==> src/rtl/cec_start_pkg.sv <==
package cec_start_pkg;

    typedef enum logic [2:0] {
        ST_IDLE,
        ST_DRIVE,
        ST_WAIT_HI,
        ST_HOLD_HI,
        ST_DONE,
        ST_FAIL
    } start_state_e;

endpackage

==> src/rtl/cec_tick_gen.sv <==
module cec_tick_gen #(
    parameter int CLKS_PER_TICK = 2500,
    parameter int CNT_W         = 7
) (
    input  logic             clk,
    input  logic             rst_n,
    input  logic             run,
    output logic [CNT_W-1:0] elapsed
);
    localparam int PRE_W = (CLKS_PER_TICK > 1) ? $clog2(CLKS_PER_TICK) : 1;

    logic [PRE_W-1:0] pre_q;
    logic             tick;

    assign tick = (pre_q == PRE_W'(CLKS_PER_TICK - 1));

    always_ff @(posedge clk or negedge rst_n) begin
        if (!rst_n) begin
            pre_q   <= '0;
            elapsed <= '0;
        end else if (!run) begin
            pre_q   <= '0;
            elapsed <= '0;
        end else begin
            pre_q   <= tick ? '0 : pre_q + 1'b1;
            elapsed <= elapsed + CNT_W'(tick);
        end
    end

    // the time reference advances by at most one tick per clock while running
    a_r2_elapsed_step: assert property (@(posedge clk) disable iff (!rst_n)
        (run && elapsed != {CNT_W{1'b1}}) |=> (elapsed == $past(elapsed) || elapsed == $past(elapsed) + 1'b1 || elapsed == '0));

endmodule

==> src/rtl/cec_line_sync.sv <==
module cec_line_sync #(
    parameter int STAGES = 2
) (
    input  logic clk,
    input  logic rst_n,
    input  logic line_in,
    output logic line_hi,
    output logic line_fall
);
    logic [STAGES-1:0] chain;
    logic              prev_q;

    for (genvar g = 0; g < STAGES; g++) begin : g_stage
        if (g == 0) begin : g_first
            always_ff @(posedge clk or negedge rst_n) begin
                if (!rst_n) chain[0] <= 1'b1;
                else        chain[0] <= line_in;
            end
        end else begin : g_next
            always_ff @(posedge clk or negedge rst_n) begin
                if (!rst_n) chain[g] <= 1'b1;
                else        chain[g] <= chain[g-1];
            end
        end
    end

    always_ff @(posedge clk or negedge rst_n) begin
        if (!rst_n) prev_q <= 1'b1;
        else        prev_q <= chain[STAGES-1];
    end

    assign line_hi   = chain[STAGES-1];
    assign line_fall = prev_q & ~chain[STAGES-1];

endmodule

==> src/rtl/cec_start_fsm.sv <==
module cec_start_fsm
    import cec_start_pkg::*;
#(
    parameter int CNT_W      = 7,
    parameter int REL_TICKS  = 74,
    parameter int RISE_NORM  = 78,
    parameter int RISE_EXT   = 81,
    parameter int FALL_NORM  = 86,
    parameter int FALL_EXT   = 83,
    parameter int NEXT_TICKS = 90
) (
    input  logic             clk,
    input  logic             rst_n,
    input  logic             enable,
    input  logic             ext_tol,
    input  logic             som_req,
    input  logic             line_hi,
    input  logic             line_fall,
    input  logic [CNT_W-1:0] elapsed,
    output logic             run,
    output logic             drive_low,
    output logic             pending,
    output logic             done,
    output logic             err
);
    start_state_e     state, state_nxt;
    logic [CNT_W-1:0] rise_lim;
    logic [CNT_W-1:0] fall_lim;

    assign rise_lim = ext_tol ? CNT_W'(RISE_EXT) : CNT_W'(RISE_NORM);
    assign fall_lim = ext_tol ? CNT_W'(FALL_EXT) : CNT_W'(FALL_NORM);

    always_ff @(posedge clk or negedge rst_n) begin
        if (!rst_n) state <= ST_IDLE;
        else        state <= state_nxt;
    end

    always_comb begin
        state_nxt = state;
        if (!enable) begin
            state_nxt = ST_IDLE;
        end else begin
            unique case (state)
                ST_IDLE:    if (pending) state_nxt = ST_DRIVE;
                ST_DRIVE:   if (elapsed == CNT_W'(REL_TICKS)) state_nxt = ST_WAIT_HI;
                ST_WAIT_HI: begin
                    if (line_hi)                state_nxt = ST_HOLD_HI;
                    else if (elapsed > rise_lim) state_nxt = ST_FAIL;
                end
                ST_HOLD_HI: begin
                    if (line_fall && elapsed < fall_lim)       state_nxt = ST_FAIL;
                    else if (elapsed == CNT_W'(NEXT_TICKS))    state_nxt = ST_DONE;
                end
                ST_DONE:    state_nxt = ST_IDLE;
                ST_FAIL:    state_nxt = ST_IDLE;
                default:    state_nxt = ST_IDLE;
            endcase
        end
    end

    always_ff @(posedge clk or negedge rst_n) begin
        if (!rst_n)                                  pending <= 1'b0;
        else if (!enable)                            pending <= 1'b0;
        else if (state == ST_DONE || state == ST_FAIL) pending <= 1'b0;
        else if (som_req)                            pending <= 1'b1;
    end

    always_comb begin
        run       = (state == ST_DRIVE) || (state == ST_WAIT_HI) || (state == ST_HOLD_HI);
        drive_low = (state == ST_DRIVE) || (state == ST_DONE);
        done      = (state == ST_DONE);
        err       = (state == ST_FAIL);
    end

    // low drive is held until the release count
    a_r2_hold_drive: assert property (@(posedge clk) disable iff (!rst_n)
        (enable && state == ST_DRIVE && elapsed < CNT_W'(REL_TICKS)) |=> drive_low);

    // a line still low past the rise limit must end in an error
    a_r3_late_rise: assert property (@(posedge clk) disable iff (!rst_n)
        (enable && state == ST_WAIT_HI && !line_hi && elapsed > rise_lim) |=> err);

    // error is a single cycle and leaves nothing pending or driven
    a_r5_err_pulse: assert property (@(posedge clk) disable iff (!rst_n)
        err |=> (!err && !pending && !drive_low));

    // done is a single cycle and clears the request
    a_r6_done_pulse: assert property (@(posedge clk) disable iff (!rst_n)
        done |=> (!done && !pending));

    // disabling returns to idle with nothing pending
    a_r7_disable: assert property (@(posedge clk) disable iff (!rst_n)
        !enable |=> (!pending && !drive_low && !run));

endmodule

==> src/rtl/cec_start_tx.sv <==
module cec_start_tx #(
    parameter int CLKS_PER_TICK = 2500,
    parameter int SYNC_STAGES   = 2,
    parameter int REL_TICKS     = 74,
    parameter int RISE_NORM     = 78,
    parameter int RISE_EXT      = 81,
    parameter int FALL_NORM     = 86,
    parameter int FALL_EXT      = 83,
    parameter int NEXT_TICKS    = 90
) (
    input  logic clk,
    input  logic rst_n,
    input  logic enable,
    input  logic ext_tol,
    input  logic som_req,
    input  logic line_in,
    output logic line_drive_low,
    output logic som_pending,
    output logic start_done,
    output logic start_err
);
    localparam int CNT_W = $clog2(NEXT_TICKS + 2);

    logic             run;
    logic             line_hi;
    logic             line_fall;
    logic [CNT_W-1:0] elapsed;

    cec_tick_gen #(
        .CLKS_PER_TICK(CLKS_PER_TICK),
        .CNT_W        (CNT_W)
    ) u_tick (
        .clk    (clk),
        .rst_n  (rst_n),
        .run    (run),
        .elapsed(elapsed)
    );

    cec_line_sync #(
        .STAGES(SYNC_STAGES)
    ) u_sync (
        .clk      (clk),
        .rst_n    (rst_n),
        .line_in  (line_in),
        .line_hi  (line_hi),
        .line_fall(line_fall)
    );

    cec_start_fsm #(
        .CNT_W     (CNT_W),
        .REL_TICKS (REL_TICKS),
        .RISE_NORM (RISE_NORM),
        .RISE_EXT  (RISE_EXT),
        .FALL_NORM (FALL_NORM),
        .FALL_EXT  (FALL_EXT),
        .NEXT_TICKS(NEXT_TICKS)
    ) u_fsm (
        .clk      (clk),
        .rst_n    (rst_n),
        .enable   (enable),
        .ext_tol  (ext_tol),
        .som_req  (som_req),
        .line_hi  (line_hi),
        .line_fall(line_fall),
        .elapsed  (elapsed),
        .run      (run),
        .drive_low(line_drive_low),
        .pending  (som_pending),
        .done     (start_done),
        .err      (start_err)
    );

    // success and failure never coincide at the ports
    a_r6_exclusive: assert property (@(posedge clk) disable iff (!rst_n)
        start_done |-> !start_err);

endmodule

==> config.mk <==
export PLATFORM = sky130hd
export DESIGN_NAME = cec_start_tx
export DESIGN_NICKNAME = d
export VERILOG_FILES = /design/src/rtl/cec_start_pkg.sv /design/src/rtl/cec_tick_gen.sv /design/src/rtl/cec_line_sync.sv /design/src/rtl/cec_start_fsm.sv /design/src/rtl/cec_start_tx.sv
export SDC_FILE = /design/constraint.sdc
export NUM_CORES = 1
export LEC_CHECK = 0
export BUFFER_PORTS_ARGS = -buffer_cell sky130_fd_sc_hd__clkbuf_2
export CAP_MARGIN = 20
export CORE_MARGIN = 2
export CORE_UTILIZATION = 60
export DETAILED_ROUTE_END_ITERATION = 10
export PLACE_DENSITY = 0.78
export SLEW_MARGIN = 25
export SYNTH_ARGS = -nofsm -noshare
export SYNTH_HDL_FRONTEND = slang
export SYNTH_SLANG_ARGS = --single-unit
==> constraint.sdc <==
create_clock -name clk -period 3.2 [get_ports clk]
set_input_delay 0.64 -clock clk [delete_from_list [all_inputs] [get_ports clk]]
set_output_delay 0.64 -clock clk [all_outputs]
set_load 0.03 [all_outputs]
==> results of run 1 <==
## per-stage QoR
stage | cells | hold slack (ps) | utilization | area [µm²] | setup slack, ps
after global placement | 171 | 346 | 0.659 | 1470 | 1050
after CTS | 175 | 310 | 0.682 | 1520 | 1110
after detailed placement | 171 | 351 | 0.659 | 1470 | 982
final | 175 | 302 | 0.682 | 1520 | 1130
after floorplan | 138 | 344 | - | 1430 | 1250
after global routing | 175 | 343 | 0.682 | 1520 | 911
## power by group through the flow
stage                     registers [mW]  logic, mW  clock network, mW
after CTS                          0.342     0.0392              0.232
after global routing               0.344     0.0435              0.243
after global placement             0.348     0.0370                  0
after floorplan                    0.347     0.0258                  0
after detailed placement           0.348     0.0390                  0
final                              0.342     0.0382              0.226
## cell type report
class | instances | share of cell area
multi-input combinational | 101 | 0.466
timing repair buffer | 9 | 0.0296
inverter | 7 | 0.0172
clock buffer | 3 | 0.0148
clock inverter | 1 | 0.0197
tap | 28 | 0.0230
sequential | 26 | 0.429
## kinds of logic after synthesis
| family | after synthesis | synth area share |
|---|---|---|
| buffers and inverters | 11 | 0.0447 |
| adders and majority gates | 8 | 0.0701 |
| AOI/OAI and AO/OA | 14 | 0.0884 |
| DFF | 26 | 0.458 |
| and+or+nand+nor | 62 | 0.235 |
| xor gates and xnor gates | 17 | 0.104 |
## critical path, cell delays in order, from the launching register on
cell and delay (ps):
dfrtp_1 550, nand2b_1 240, nor2_1 100, clkbuf_2 210
## routing by layer
layer / vias up / part of all wire / GRT usage
li1: 487 / - / -
met3: 5 / 0.019 / 0.0343
met4: 0 / 0.019 / 0.0897
met5: - / 0 / 0
met1: 459 / 0.44 / 0.247
met2: 10 / 0.52 / 0.367
## layout by cell type (no fill, tap or decap), types with 3 or more instances in the layout
cell type and instances:
inv_1 7, dfrtp_1 23, clkbuf_4 3, xnor2_1 8, dfstp_2 3, ha_1 8
nor2_1 25, and3_1 3, xor2_1 9, nand3_1 8, nand2_1 8, clkbuf_2 9
## flip-flops by register name, summed over array words and instances, names as in the netlist
signal	count
u_fsm.state	3
u_sync.prev_q	1
u_fsm.pending	1
u_sync.line_hi	1
u_tick.pre_q	12
u_tick.elapsed	7
u_sync.chain	1
## synth_stat cells (all sizes together), types with 2 or more instances
| master | count | area, µm² |
|---|---|---|
| buf | 4 | 37.5 |
| xor2 | 9 | 78.8 |
| a2111oi | 2 | 37.5 |
| dfrtp | 23 | 576 |
| dfstp | 3 | 78.8 |
| xnor2 | 8 | 70.1 |
| a21oi | 2 | 13.8 |
| nand3 | 8 | 40.0 |
| inv | 7 | 26.3 |
| nor4 | 2 | 18.8 |
| nand3b | 2 | 18.8 |
| nor2b | 2 | 12.5 |
| ha | 8 | 100 |
| o21ai | 3 | 15.0 |
| nor2 | 25 | 93.8 |
| nand2 | 10 | 56.3 |
| and3 | 4 | 26.3 |
## worst paths after layout
check	from	end	slack, ps	depth (start not counted)
setup / recovery	u_fsm.state[1]$_DFFE_PN0P_	start_done	1130	3
min in group clk	u_sync.chain[0]$_DFF_PN1_	u_sync.line_hi$_DFF_PN1_	370	0
max in group asynchronous	rst_n	u_tick.elapsed[6]$_DFF_PN0_	2490	1
setup reg to reg	u_tick.pre_q[9]$_DFF_PN0_	u_tick.elapsed[6]$_DFF_PN0_	1220	9
hold reg to reg	u_sync.chain[0]$_DFF_PN1_	u_sync.line_hi$_DFF_PN1_	370	0
hold / removal	rst_n	u_tick.pre_q[5]$_DFF_PN0_	300	1
==> summary by stage, run 1 <==
Run status
The flow ran to the end, and the final reports show no timing, DRC or antenna violations.

STA
The period utilization is 0.647. Summed over all failing endpoints, the final setup total negative slack is 0 ps. The worst clock skew on the final layout is 6.11 ps.

The achievable frequency is 0.483 GHz. For the pin with the worst max-slew slack, the measured transition is 636 ps. The count of final hold-check violations is 0. After layout, the minimum clock period comes to 2070 ps.

Setup repair after global routing left no endpoint under its margin. Setup violations remaining at the end of the flow were counted as 0. The number of max-slew violations in the final report came to 0.

In this run the tightest slew margin relative to its limit is 0.576.

Global route
The global router's overall resource usage is 0.208. The pin count of the biggest net entering global routing is 27. The number of antenna violations at the first check in global routing is 0. The total overflow left after global routing is 0.

The via count of the first global-routing pass came to 975. The first global-routing pass estimated 4110 µm of wire.

Logic synthesis
The number of enable-type register cells in the synthesized netlist is 0. In the synthesized netlist the async set-or-reset flop fraction comes to 1.00. Yosys printed 0 warnings. The post-synth net total is 152.

Dividing the synthesized area by the synthesized cell count gives 10.4 µm². The summed instance area of the synthesized netlist is 1430 µm². The flip-flop cell with the highest count after synthesis is dfrtp_1. The count of cell types in the netlist is 42.

The flip-flop and latch count after synthesis is 26. Synthesis handed over a netlist of 138 instances. The sequential-to-total area share from yosys stat is 0.458.

Die
The number of placed I/O pins is 10. The horizontal die dimension is 52.8 µm. The die covers 2790 µm². The placement row count is 17.

The core outline area is 2230 µm². The initial utilization of the core area, before any placement, comes to 0.640. The floorplan step set the die height to 52.8 µm.

Clock tree
The number of buffers inserted to repair setup after CTS is 0. The number of cells upsized or downsized after cts is 0. After clock tree synthesis, the clock-pin slew on the worst setup and hold paths is 140 ps. The clock tree from TritonCTS is done. The quantity of hold-fixing buffers added after cts is 0. The number of buffers added by the clock tree synthesis step is 3. The depth of the CTS H-tree is 1.

The cell at the root of the clock tree is clkbuf_4. The clock net in this run drives a total of 26 sinks. For the worst-skew pair, the clock arrives at the later sink with an insertion delay of 330 ps.

The deepest clock path buffer count is 2.

Pwr
Of the total power, combinational logic draws 0.063. The total chip power is 0.606 mW. The relative contribution of the clock network to total power is 0.372.

The leakage power summed over all cells is 0.685 nW. The internal power is 0.475 mW. Of the total power, the share spent switching nets is 0.217.

Of the total power, registers draw 0.565. The switching power is 0.131 mW. Power spread over the standard cell area amounts to 398 nW/µm². The maximum vdd ir drop is 0.293 mV.

Final layout
The filler cell count in the final layout is 185. The net count reported at finish is 162. In the final layout, the share of cells above drive strength 1 is 0.163. The number of antenna repair diodes is 0.

The area added between synthesis and finish is 6.65%. The register area is 654 µm². In the final layout, the multi-input gates occupy 711 µm².

Critical path
The type of origin of the critical path is a flop. The critical path data arrival time is 1430 ps. The required arrival time at the worst endpoint is 2560 ps. In this run the worst path has a maximum fanout of 8.

The endpoint type of the worst setup path is a primary output. The kind of critical path is flop to primary output.

Routing
In the final routed layout, each cell accounts on average for 13.5 µm. After the first detailed-routing iteration, the DRC count stood at 8. The final route contains 961 vias. The pre-antenna-repair detailed-routing pass consisted of 4 iterations. Using the TritonRoute via totals, the vias-per-cell ratio works out to 5.49. Once detail routing completed, the nets flagged for antenna violations numbered 0. After detailed routing, the number of remaining DRC violations is 0. Wires add up to 2360 µm.

Flow run
The max-cap check violation count is 0.

Hold path
The tightest min-delay check is of the input pin to asynchronous set/reset pin type.

Place
Detailed placement finished with a half-perimeter wire length of 1790 µm. The final weighted congestion in routability-driven placement is 0.776. Buffers placed on the I/O ports in this run total 9.
No activity file was read; power rests on OpenSTA's default activity.
==> inputs of run 2 (changes only) <==
--- a/config.mk
+++ b/config.mk
@@ -8,9 +8,9 @@
 export BUFFER_PORTS_ARGS = -buffer_cell sky130_fd_sc_hd__clkbuf_2
 export CAP_MARGIN = 20
 export CORE_MARGIN = 2
-export CORE_UTILIZATION = 60
+export CORE_UTILIZATION = 58
 export DETAILED_ROUTE_END_ITERATION = 10
-export PLACE_DENSITY = 0.78
+export PLACE_DENSITY = 0.76
 export SLEW_MARGIN = 25
 export SYNTH_ARGS = -nofsm -noshare
 export SYNTH_HDL_FRONTEND = slang
==> constraint.sdc (replaced) <==
create_clock -name clk -period 2 [get_ports clk]
set_input_delay 0.4 -clock clk [delete_from_list [all_inputs] [get_ports clk]]
set_output_delay 0.4 -clock clk [all_outputs]
set_load 0.03 [all_outputs]
==> run 2 against run 1 <==
Clock power up 57%. Critical path depth up 3. Die area rose by 3.2%. First-iteration DRC count shrank 13%. Register-to-register slack got worse by 1100 ps. Cell count increased by 4.0%. Critical path type is now flop to flop. Highest routed layer unchanged.
==> summary by stage, run 2 (same netlist as run 1, synthesis figures left out) <==
Final layout
The largest registers in the layout are u_tick.pre_q x12, u_tick.elapsed x7, u_fsm.state x3. The net count reported at finish is 169. The area added between synthesis and finish is 14.0%. 0 antenna diodes ended up in the layout. u_tick.pre_q holds more flip-flops than any other register.

The register with the most flip-flops in the layout has 12 of them. In the layout the commonest cells are nor2_1 (24), dfrtp_1 (23), xor2_1 (9), clkbuf_2 (9). Fill cells in the final layout number 171.

The library cell used most frequently in the layout, excluding fill and tap cells, is nor2_1. The post-layout instance area is 1630 µm². The layout cell share with drive strength beyond 1 is 0.240.

Critical path
The type of origin of the critical path is a flop. The worst register-to-register path ends at u_fsm.state[1]$_DFFE_PN0P_. The reg2reg setup slack is 160 ps. The largest fanout on the critical path is 5. For this run, the slowest stage of the critical path takes 480 ps. At the worst endpoint, the arrival time is 2110 ps. Counting cells, the worst reg-to-reg path comes to 6. The kind of critical path is flop to flop. Data on the critical path is required at its endpoint by 2270 ps. The worst setup path is captured at a flop.

Traced cell by cell, the critical path runs through ha_1 > nor2b_1 > o21ai_1 > nand3b_2 > a2111oi_4 > a221o_1. The worst register-to-register path begins at u_tick.elapsed[1]$_DFF_PN0_. The largest individual stage delay along the critical path comes from the cell dfrtp_1.

STA
Setup repair after global routing left no endpoint under its margin. The achievable frequency is 0.545 GHz. Setup violations remaining at the end of the flow were counted as 0. Of the available clock period, the critical path in the final layout requires 0.918.

The final worst setup slack is 164 ps. The number of max-slew violations in the final report is 0. The count of final hold-check violations is 0. The clock period minus final worst setup slack is 1840 ps. The worst-margin pin slew is 630 ps. The worst clock skew on the final layout is 12.0 ps. The worst max-slew margin expressed relative to the limit is 0.580.

For the final routed database, the setup TNS stands at 0 ps.

Routing
The post-detailed-route count of antenna-violating nets is 0. The count of vias placed by the detailed router is 1008. The routed wire length is 2540 µm.

Using the TritonRoute via totals, the vias-per-cell ratio works out to 5.54. Dividing the detail-routed wire length by the instance count gives 14.0 µm. The first routing iteration left 7 violations.

After detailed routing, the number of remaining DRC violations is 0. The total iterations of the first detailed-routing run is 6.

Run status
The run finished with clean final reports.

Die
In this run the standard cell core region covers 2280 µm². The initial cell density of the core is 0.628. The horizontal die dimension is 53.6 µm. The die is 53.6 µm tall. The floorplan die area is 2880 µm².

The placement row count is 17. For this design the top-level I/O count stands at 10.

Pwr
The analysis attributes to cell leakage a power of 0.715 nW. The total chip power is 0.967 mW. The maximum vdd ir drop is 0.454 mV. The power per unit of standard cell area is 593 nW/µm².

Place
The total cell area at the placement stage is 1520 µm². Input and output buffers added on the ports amount to 9. Timing analysis after detailed placement gives a worst setup slack of -6.27 ps.

The congestion estimate from routability-driven global placement came to 0.773. The HPWL after detailed placement is 1880 µm.

Clock tree
TritonCTS built the clock tree. The cell at the root of the clock tree is clkbuf_4. The clock passes through at most 2 buffers. The clock drives 26 sinks. CTS built an H-tree with a depth of 1. The number of buffers added by the clock tree synthesis step is 3.

The post-CTS clock slew at the launch and capture registers of the worst setup and hold paths is 140 ps. For the worst-skew pair, the clock arrives at the later sink with an insertion delay of 320 ps.

Global route
For this run, the total global-route usage over all layers was measured as 0.210. The first global-routing pass estimated 4290 µm of wire. The via count of the first global-routing pass is 1048. The number of antenna violations at the first check in global routing came to 0. The total overflow left after global routing is 0. Entering global routing, the biggest net connects 27 pins.

Flow run
The max-cap check violation count is 0.

Hold path
The tightest min-delay check is of the input pin to asynchronous set/reset pin type.
## run 2: cell type report
type	count	area (µm²)	area share
multi-input cells	101	763	0.469
flip-flops and latches	26	654	0.402
repair buffers	16	97.6	0.0599
well taps	28	35.0	0.0215
clock inverters	1	30.0	0.0184
inverters	7	26.3	0.0161
clock buffers	3	22.5	0.0138
## run 2: report_power, final
part | switching, mW | total, mW | internal, mW
sequential | 0.0114 | 0.548 | 0.537
combinational | 0.0420 | 0.0636 | 0.0215
clock | 0.152 | 0.355 | 0.203
total | 0.206 | 0.967 | 0.761
## run 2: stage by stage
| step | hold WS, ps | instances | util |
|---|---|---|---|
| 6_report | 69.3 | 182 | 0.716 |
| 5_1_grt | 105 | 182 | 0.716 |
| 4_1_cts | 79.0 | 181 | 0.689 |
| 3_5_place_dp | 348 | 177 | 0.666 |
| 3_3_place_gp | 348 | 177 | 0.666 |
| 2_1_floorplan | 104 | 138 | - |
## run 2: worst max-delay path: cells and delay by family, from the launching register on
kind	cells	cell delay, ps
DFF	1	480
adders and majority gates	1	310
AOI/OAI and AO/OA	3	730
and+or+nand+nor	2	260
## run 2: how the worst max path moves through the flow
stage                                      startpoint                           to  slack, ps  cells past startpoint
after global placement                        ext_tol   u_fsm.state[2]$_DFFE_PN0P_         90                      8
after floorplan             u_tick.pre_q[9]$_DFF_PN0_  u_tick.elapsed[6]$_DFF_PN0_        210                      9
after detailed placement                      ext_tol   u_fsm.state[1]$_DFFE_PN0P_         -6                      7
final                     u_tick.elapsed[1]$_DFF_PN0_   u_fsm.state[1]$_DFFE_PN0P_        160                      6
after CTS                   u_tick.pre_q[5]$_DFF_PN0_  u_tick.elapsed[6]$_DFF_PN0_         20                      9
after global routing        u_tick.pre_q[9]$_DFF_PN0_  u_tick.elapsed[6]$_DFF_PN0_          4                      9
## run 2: metal layers
layer  track usage  share of wire
met5             0              0
met4        0.0769         0.0090
met3        0.0333          0.016
met2         0.389           0.54
met1         0.243           0.43
## run 2: what timing repair did
action                                  in CTS  in global routing
buffers inserted                             0                  1
hold buffers                                 0                  0
endpoints found under the setup margin       0                  5
gates resized for setup                      0                 11
==> inputs of run 3 (changes only) <==
--- a/config.mk
+++ b/config.mk
@@ -5,12 +5,12 @@
 export SDC_FILE = /design/constraint.sdc
 export NUM_CORES = 1
 export LEC_CHECK = 0
-export BUFFER_PORTS_ARGS = -buffer_cell sky130_fd_sc_hd__clkbuf_2
 export CAP_MARGIN = 20
 export CORE_MARGIN = 2
-export CORE_UTILIZATION = 58
+export CORE_UTILIZATION = 60
 export DETAILED_ROUTE_END_ITERATION = 10
-export PLACE_DENSITY = 0.76
+export DONT_BUFFER_PORTS = 1
+export PLACE_DENSITY = 0.75
 export SLEW_MARGIN = 25
 export SYNTH_ARGS = -nofsm -noshare
 export SYNTH_HDL_FRONTEND = slang
==> run 3 against run 2 <==
Cell area decreased by 1.8%. Via count decreased by 3.1%. Clock skew decreased by 4.7 ps. Routed wire length decreased by 2.2%. Flip-flop and latch count unchanged. Fmax decreased by 5.0%. Global-route usage increased by 0.63 points.
==> summary by stage, run 3 (same netlist as run 1, synthesis figures left out) <==
Final layout
The register with the highest flop count is u_tick.pre_q. The commonest non-fill, non-tap cell in the layout is nor2_1. The largest registers in the layout are u_tick.pre_q x12, u_tick.elapsed x7, u_fsm.state x3. The register with the most flip-flops in the layout has 12 of them.

The layout cell share with drive strength beyond 1 is 0.185. The number of antenna repair diodes is 0. In the layout the commonest cells are nor2_1 (24), dfrtp_1 (23), xor2_1 (9).

The area added between synthesis and finish is 11.9%. The net count reported at finish is 161. Once layout is done, the placed cells without fillers occupy 1600 µm².

Die
The number of placed I/O pins is 10. The placement row count is 17. The die is 52.8 µm wide. For this configuration, the core starts out at a cell density of 0.640. The die is 52.8 µm tall.

The floorplan die area is 2790 µm². The core outline area is 2230 µm².

STA
At the pin with the least slew margin, the transition time is 562 ps. The period utilization is 0.966. The worst clock skew on the final layout is 7.37 ps.

The clock period could shrink to 1930 ps. In the final timing run, aggregate negative setup slack is 0 ps. The count of final hold-check violations came to 0.

In the post-route analysis, the smallest setup slack over all paths is 67.4 ps. Setup repair after global routing could not meet its margin everywhere. For this run, the top clock speed supported by timing is 0.517 GHz. The smallest hold slack is 67.0 ps. The number of max-slew violations in the final report is 0. The count of endpoints failing setup in the final report is 0. The worst max-slew margin expressed relative to the limit is 0.624.

Hold path
The class of the most critical hold timing path is input pin to flop.

Routing
The first detailed-routing pass took 4 iterations. The average detailed-routed wire length per instance is 14.3 µm. The first-iteration detailed-routing DRC count is 12. The detailed router placed 977 vias in this run. The routed wire length is 2490 µm. The post-route DRC violation count is 0.

Using the TritonRoute via totals, the vias-per-cell ratio works out to 5.61. The post-detailed-route count of antenna-violating nets is 0.

Clock tree
TritonCTS created 3 clock buffers. The clock tree from TritonCTS is done. In this run the clock root is driven by a clkbuf_4. The tree built by TritonCTS fans out to 26 sinks. The deepest clock path buffer count is 2. The clock insertion delay at the later pin of the skew report is 310 ps.

CTS built an H-tree with a depth of 1. After clock tree synthesis, the clock-pin slew on the worst setup and hold paths is 130 ps.

Global route
The overall overflow remaining after global route is 0. The number of antenna violations at the first check in global routing is 0. The via count of the first global-routing pass is 1024. The first global-routing pass estimated 4350 µm of wire. In the global route stage, overall resource usage came out at 0.216. Entering global routing, the biggest net connects 27 pins.

Run status
The flow ran to the end, and the final reports show no timing, DRC or antenna violations.

Critical path
The required arrival time at the worst endpoint is 2210 ps. The reg2reg setup slack is 70 ps. At the worst endpoint, the arrival time is 2140 ps. The kind of critical path is flop to flop. The endpoint type of the worst setup path is a flop. The worst setup path is launched from a flop. Of all nets on the critical path, the largest fanout is 4.

Place
The setup slack after placement is 26.4 ps. The HPWL after detailed placement is 1780 µm. The congestion estimate from routability-driven global placement came to 0.805. The placed instances occupy a cell area of 1460 µm². The number of port buffers is 0.

Pwr
Across the VDD grid, the largest voltage drop is 0.477 mV. The leakage power summed over all cells is 0.687 nW. Dividing total power by cell area gives a power density of 596 nW/µm².

Flow run
The max-cap check violation count is 0.
run 3: through the flow:
stage | power, mW | instances | util
3_5_place_dp | 0.603 | 166 | 0.652
2_1_floorplan | 0.596 | 138 | -
6_report | 0.953 | 174 | 0.716
4_1_cts | 0.970 | 173 | 0.692
3_3_place_gp | 0.600 | 166 | 0.652
5_1_grt | 0.997 | 174 | 0.716
run 3: path summary, 6_finish.rpt:
path                                               end                      start  depth (start not counted)
max                        u_tick.elapsed[6]$_DFF_PN0_  u_tick.pre_q[9]$_DFF_PN0_                          9
max reg2reg                u_tick.elapsed[6]$_DFF_PN0_  u_tick.pre_q[9]$_DFF_PN0_                          9
min reg2reg                   u_sync.line_hi$_DFF_PN1_  u_sync.chain[0]$_DFF_PN1_                          0
min                          u_sync.chain[0]$_DFF_PN1_                    line_in                          0
min in group asynchronous  u_tick.elapsed[2]$_DFF_PN0_                      rst_n                          2
max in group asynchronous    u_sync.chain[0]$_DFF_PN1_                      rst_n                          2
run 3: metal layers:
layer | routed length, µm | GRT usage | up-vias
li1 | - | - | 487
met1 | 1090 | 0.264 | 472
met2 | 1330 | 0.390 | 12
met3 | 39 | 0.0257 | 6
met4 | 28 | 0.0769 | 0
met5 | 0 | 0 | -
run 3: cell type report:
type,instances,area (µm²)
multi-input cells,101,756
flip-flops and latches,26,654
fillers,173,634
repair buffers,8,75.1
well taps,28,35.0
clock inverters,1,30.0
inverters,7,26.3
clock buffers,3,22.5
run 3: power by group:
group	switching (mW)	internal, mW	leakage [nW]
combinational	0.0368	0.0214	0.310
sequential	0.0143	0.537	0.349
clock	0.142	0.202	0.0279
run 3: timing repair:
item                                   CTS  global route
pin swaps                                0             6
resized for setup                        0             8
setup buffers                            1             1
setup endpoints to repair                1             3
endpoints found under the hold margin   26             0
hold buffers                             2             0
run 3: critical path: stages (launching register included):
cell	delay (ps)
dfrtp_1	440
nor4_2	270
nand2_1	130
nor4_4	240
ha_2	240
ha_4	150
nand3_4	80
nor2_2	110
xnor2_1	120
nor2_1	50
